`config.mk`:
```
export PLATFORM = sky130hd
export DESIGN_NAME = vport_irq_stat
export DESIGN_NICKNAME = d
export VERILOG_FILES = /design/src/rtl/vport_irq_pkg.sv /design/src/rtl/vport_irq_cell.sv /design/src/rtl/vport_irq_qual.sv /design/src/rtl/vport_irq_regs.sv /design/src/rtl/vport_irq_stat.sv
export SDC_FILE = /design/constraint.sdc
export NUM_CORES = 1
export LEC_CHECK = 0
export ABC_AREA = 1
export BUFFER_PORTS_ARGS = -buffer_cell sky130_fd_sc_hd__buf_2
export CAP_MARGIN = 10
export CORE_MARGIN = 3
export CORE_UTILIZATION = 30
export DETAILED_ROUTE_END_ITERATION = 12
export PLACE_DENSITY = 0.68
export SLEW_MARGIN = 15
export SYNTH_ARGS = -nofsm -noshare
export SYNTH_HDL_FRONTEND = slang
export SYNTH_SLANG_ARGS = --single-unit
export TNS_END_PERCENT = 100
```
`constraint.sdc`:
```
create_clock -name clk -period 0.8 [get_ports clk]
set_input_delay 0 -clock clk [delete_from_list [all_inputs] [get_ports clk]]
set_output_delay 0 -clock clk [all_outputs]
set_load 0.01 [all_outputs]
```
`src/rtl/vport_irq_pkg.sv`:
```
package vport_irq_pkg;
  localparam int REG_W = 32;

  // Bit positions that software decodes
  localparam int B_TCMP  = 10;
  localparam int B_TICK  = 11;
  localparam int B_UNDER = 12;
  localparam int B_DONE  = 13;
  localparam int B_MISS  = 14;
  localparam int B_GPIO  = 16;
  localparam int B_OVRB  = 17;

  localparam logic [REG_W-1:0] IMPL_BITS =
    (REG_W'(1) << B_TCMP) | (REG_W'(1) << B_TICK) | (REG_W'(1) << B_UNDER) |
    (REG_W'(1) << B_DONE) | (REG_W'(1) << B_MISS) | (REG_W'(1) << B_GPIO)  |
    (REG_W'(1) << B_OVRB);

  typedef enum logic [1:0] {
    CAP_BT656 = 2'd0,
    CAP_YC    = 2'd1,
    CAP_RAW   = 2'd2,
    CAP_TC    = 2'd3
  } cap_mode_e;
endpackage

```
`src/rtl/vport_irq_cell.sv`:
```
module vport_irq_cell (
  input  logic clk,
  input  logic rst_n,
  input  logic set_i,
  input  logic clr_i,
  output logic q_o
);
  // A set beats a clear at the same edge so no event is dropped
  always_ff @(posedge clk) begin
    if (!rst_n)      q_o <= 1'b0;
    else if (set_i)  q_o <= 1'b1;
    else if (clr_i)  q_o <= 1'b0;
  end
endmodule

```
`src/rtl/vport_irq_qual.sv`:
```
module vport_irq_qual
  import vport_irq_pkg::*;
#(
  parameter int W = REG_W
) (
  input  logic         ev_ovr_b,
  input  logic         ev_gpio,
  input  logic         ev_disp_done,
  input  logic         ev_disp_under,
  input  logic         ev_tick,
  input  logic         ev_cmp,
  input  logic [1:0]   cap_mode,
  input  logic         tick_en,
  input  logic         cmp_en,
  input  logic         fld1_done,
  input  logic         fld2_done,
  input  logic         frm_done,
  input  logic         fld_start,
  output logic [W-1:0] set_vec
);
  logic tc_mode;
  logic done_pending;

  assign tc_mode      = (cap_mode_e'(cap_mode) == CAP_TC);
  assign done_pending = fld1_done | fld2_done | frm_done;

  always_comb begin
    set_vec          = '0;
    set_vec[B_OVRB]  = ev_ovr_b;
    set_vec[B_GPIO]  = ev_gpio;
    set_vec[B_DONE]  = ev_disp_done;
    set_vec[B_UNDER] = ev_disp_under;
    set_vec[B_MISS]  = fld_start & done_pending;
    set_vec[B_TICK]  = ev_tick & tc_mode & tick_en;
    set_vec[B_TCMP]  = ev_cmp & tc_mode & cmp_en;
  end
endmodule

```
`src/rtl/vport_irq_regs.sv`:
```
module vport_irq_regs
  import vport_irq_pkg::*;
#(
  parameter int W = REG_W,
  parameter logic [W-1:0] IMPL = IMPL_BITS
) (
  input  logic         clk,
  input  logic         rst_n,
  input  logic [W-1:0] set_vec,
  input  logic         wr_en,
  input  logic         wr_sel,
  input  logic [W-1:0] wr_data,
  output logic [W-1:0] status_q,
  output logic [W-1:0] mask_q
);
  logic          clr_wr;
  logic          mask_wr;
  logic [W-1:0]  clr_vec;

  assign clr_wr  = wr_en & ~wr_sel;
  assign mask_wr = wr_en & wr_sel;
  assign clr_vec = {W{clr_wr}} & wr_data & IMPL;

  for (genvar i = 0; i < W; i++) begin : g_bit
    vport_irq_cell u_cell (
      .clk   (clk),
      .rst_n (rst_n),
      .set_i (set_vec[i] & IMPL[i]),
      .clr_i (clr_vec[i]),
      .q_o   (status_q[i])
    );

    always_ff @(posedge clk) begin
      if (!rst_n)                  mask_q[i] <= 1'b0;
      else if (mask_wr && IMPL[i]) mask_q[i] <= wr_data[i];
    end
  end

  // a set bit with no clear aimed at it stays set
  assert_sticky_R6: assert property (@(posedge clk) disable iff (!rst_n)
    ((status_q & ~clr_vec) != '0) |=>
      ((status_q & $past(status_q & ~clr_vec)) == $past(status_q & ~clr_vec)));

  // every qualified set lands, even under a same-edge clear
  assert_set_wins_R7: assert property (@(posedge clk) disable iff (!rst_n)
    ((set_vec & IMPL) != '0) |=> ((status_q & $past(set_vec & IMPL)) == $past(set_vec & IMPL)));

  // unimplemented positions never hold a 1
  assert_rsvd_zero_R8: assert property (@(posedge clk) disable iff (!rst_n)
    ((status_q & ~IMPL) == '0) && ((mask_q & ~IMPL) == '0));
endmodule

```
`src/rtl/vport_irq_stat.sv`:
```
module vport_irq_stat
  import vport_irq_pkg::*;
#(
  parameter int W = REG_W
) (
  input  logic         clk,
  input  logic         rst_n,
  input  logic         wr_en,
  input  logic         wr_sel,
  input  logic [W-1:0] wr_data,
  input  logic         rd_sel,
  output logic [W-1:0] rd_data,
  input  logic         ev_ovr_b,
  input  logic         ev_gpio,
  input  logic         ev_disp_done,
  input  logic         ev_disp_under,
  input  logic         ev_tick,
  input  logic         ev_cmp,
  input  logic [1:0]   cap_mode,
  input  logic         tick_en,
  input  logic         cmp_en,
  input  logic         fld1_done,
  input  logic         fld2_done,
  input  logic         frm_done,
  input  logic         fld_start,
  output logic         irq
);
  logic [W-1:0] set_vec;
  logic [W-1:0] status_q;
  logic [W-1:0] mask_q;

  vport_irq_qual #(.W(W)) u_qual (
    .ev_ovr_b      (ev_ovr_b),
    .ev_gpio       (ev_gpio),
    .ev_disp_done  (ev_disp_done),
    .ev_disp_under (ev_disp_under),
    .ev_tick       (ev_tick),
    .ev_cmp        (ev_cmp),
    .cap_mode      (cap_mode),
    .tick_en       (tick_en),
    .cmp_en        (cmp_en),
    .fld1_done     (fld1_done),
    .fld2_done     (fld2_done),
    .frm_done      (frm_done),
    .fld_start     (fld_start),
    .set_vec       (set_vec)
  );

  vport_irq_regs #(.W(W)) u_regs (
    .clk      (clk),
    .rst_n    (rst_n),
    .set_vec  (set_vec),
    .wr_en    (wr_en),
    .wr_sel   (wr_sel),
    .wr_data  (wr_data),
    .status_q (status_q),
    .mask_q   (mask_q)
  );

  assign rd_data = rd_sel ? mask_q : status_q;
  assign irq     = |(status_q & mask_q);

  // missed-acknowledge bit rises only after a field start with a done flag up
  assert_miss_cause_R3: assert property (@(posedge clk) disable iff (!rst_n)
    $rose(status_q[B_MISS]) |-> $past(fld_start && (fld1_done || fld2_done || frm_done)));

  // tick bit rises only in time-clock mode with its enable on
  assert_tick_gate_R4: assert property (@(posedge clk) disable iff (!rst_n)
    $rose(status_q[B_TICK]) |-> $past(ev_tick && cap_mode == 2'd3 && tick_en));

  // compare bit rises only in time-clock mode with its enable on
  assert_cmp_gate_R5: assert property (@(posedge clk) disable iff (!rst_n)
    $rose(status_q[B_TCMP]) |-> $past(ev_cmp && cap_mode == 2'd3 && cmp_en));
endmodule

```
==> reports/results.ini <==
[run_status]
status=finished, violations left
failed_checks=negative hold slack, negative setup slack

[finish]
drive_gt1_frac=0.361
multiInputGateArea_sq_um=478
n_fill_cell=293
layout_commonest_cell=buf_2
final_cell_mix=26 x buf_2, 25 x conb_1, 17 x nand2_1, 16 x nor2_1, 15 x dlygate4sd3_1
syn2layout_area_growth_pct=36.9
seq_area_sq_um=292
fin_nets=218
diodes=0
final-instance-count-excl-fill=197

[route]
initialDrtViolationCount=19
viasPerCell=4.10
vias=808
drtAntennaViolNets=0
wl_per_cell_microns=9.84
first_pass_iters=4
drcViolationCount=0
wl_microns=1940

[setup_path]
crit_chain=nand2_1 -> nand2_2 -> a21oi_2 -> nand2_1 -> buf_2
cp_data_arrival_time_ps=1040
required_ps=800
cp-start-kind=flip-flop
path_common_cell=nand2_1
cp_max_fo=3
endpoint_kind=primary output
critPathSlowestCell=dfxtp_2
criticalPathCategory=flip-flop to primary output
slowest_delay_ps=330

[synth]
syn_area_sq_um=905
synth.top_cells.by_area=dfxtp_1 31%, buf_4 21%, mux2_4 12%
synth.distinct_cells=16
ys_seq_area_frac=0.310
yosys.area.top_type_share=0.310
yosys_warnings=0
syn_area_per_cell_sq_um=7.73
syn_inst=117
yosysTopAreaCell=dfxtp_1
ys_ff_latch=14

[die]
start_util=0.322
fp.coreArea_sq_um=2810
fp.dieH_microns=60.9
fp.dieArea_sq_um=3710
rows=19
die_w_microns=60.9
io_pins=84

[grt]
grt_use_total=0.115
grt-ovfl-total=0
grt_antenna_before_repair=0
grt_pass1_vias=728
grt_pass1_wl_microns=3070
grt_max_degree=9

[timing]
setup_ws_ps=-236
whs_ps=-5.16
period_minus_slack_ps=1040
finalHoldViolCount=1
max_freq_mhz=965
finalSetupTns_ps=-1630
setup_viol=8
clock_skew_ps=0
drv_slew=0
grt_setup_unrepaired=yes
min_period_over_period=1.30

[place]
portBuffers=33
place_inst=178
dp_hpwl_microns=1430
place_congestion=0.667

[pwr]
p_per_area_nw_per_um2=1400
ir_drop_uv=878
leakage_uw=0.000639

[clock_tree]
numCtsBuffers=3
clkTransAtPathRegs_ps=90
ctsRootBufferMaster=clkbuf_4
clk-insertion-delay-late_ps=280
htreeDepth=1
clock_sinks=14
cts_max_path_buffers=2
cts_tree=built

[hold_path]
hold_class=input port to flip-flop

[job]
maxCapViolCount=0

report_power, final:
part,leakage (uW),internal [uW],total (uW),switching (uW)
Sequential,0.000119,748,782,34.1
Combinational,0.000500,234,453,218
Clock,0.0000210,277,502,225
path summary, 6_finish.rpt:
| path | cells past startpoint | slack, ps | end | start |
|---|---|---|---|---|
| worst max-delay path | 5 | -240 | irq | u_regs.g_bit[16].u_cell.q_o |
| worst min-delay path | 3 | -5 | u_regs.mask_q[14] | wr_data[14] |
| worst max register to register | 2 | 200 | u_regs.g_bit[14].u_cell.q_o | u_regs.g_bit[14].u_cell.q_o |
| worst min register to register | 2 | 470 | u_regs.g_bit[16].u_cell.q_o | u_regs.g_bit[16].u_cell.q_o |
sequential cells by signal, summed over array words and instances, names as in the netlist:
signal and flops:
u_regs.g_bit.u_cell.q_o 7, u_regs.mask_q 7
cells in the mapped netlist (all sizes together):
cell	instances
buf	27
dfxtp	14
clkinv	1
mux2	7
nand2	20
o21ai	7
nor2	16
conb	1
inv	7
nand3	7
a21oi	8
nand4	2
cell families (layout without fill, tap and decap cells):
kind of cell / count (synthesis) / in the layout / share of synthesized area
and+or+nand+nor: 45 / 45 / 0.216
buffers and inverters: 35 / 60 / 0.271
AOI/OAI and AO/OA: 15 / 15 / 0.0830
DFF: 14 / 14 / 0.310
muxes: 7 / 7 / 0.116
other: 1 / 25 / 0.00415
through the flow:
step | instance area (sq um) | total power [uW] | util | setup slack, ps
finish | 1240 | 1740 | 0.442 | -236
global route | 1240 | 1850 | 0.442 | -304
CTS | 1230 | 1750 | 0.439 | -252
detailed placement | 988 | 1140 | 0.352 | 33.6
global placement | 988 | 1140 | 0.352 | 32.7
floorplan | 995 | 1110 | - | 211
cell type report:
type	count	area share
timing repair buffer	48	0.290
sequential	14	0.235
multi-input combinational	92	0.386
inverter	8	0.0283
clock buffer	4	0.0293
tap	31	0.0313
metal layers:
metal  track usage  up-vias  wire length, microns
li1              -      423                     -
met1         0.119      343                   742
met2         0.214       40                   998
met3        0.0426        2                   184
met4        0.0372        0                    13
met5             0        -                     0
critical path, delay by kind of cell, from the launching register on:
kind	cells	cell delay, ps
flip-flops	1	330
AO/OA/AOI/OAI	1	110
buffers and inverters	1	130
AND/OR/NAND/NOR	3	200
what timing repair did:
action                                  4_1_cts  5_1_grt
hold buffers                                 15        0
pin swaps                                     2        3
hold endpoints to repair                     11        0
resized for setup                            16        3
buffers inserted                              0        0
endpoints found under the setup margin        8        8
Power figures use the tool's default switching activity.
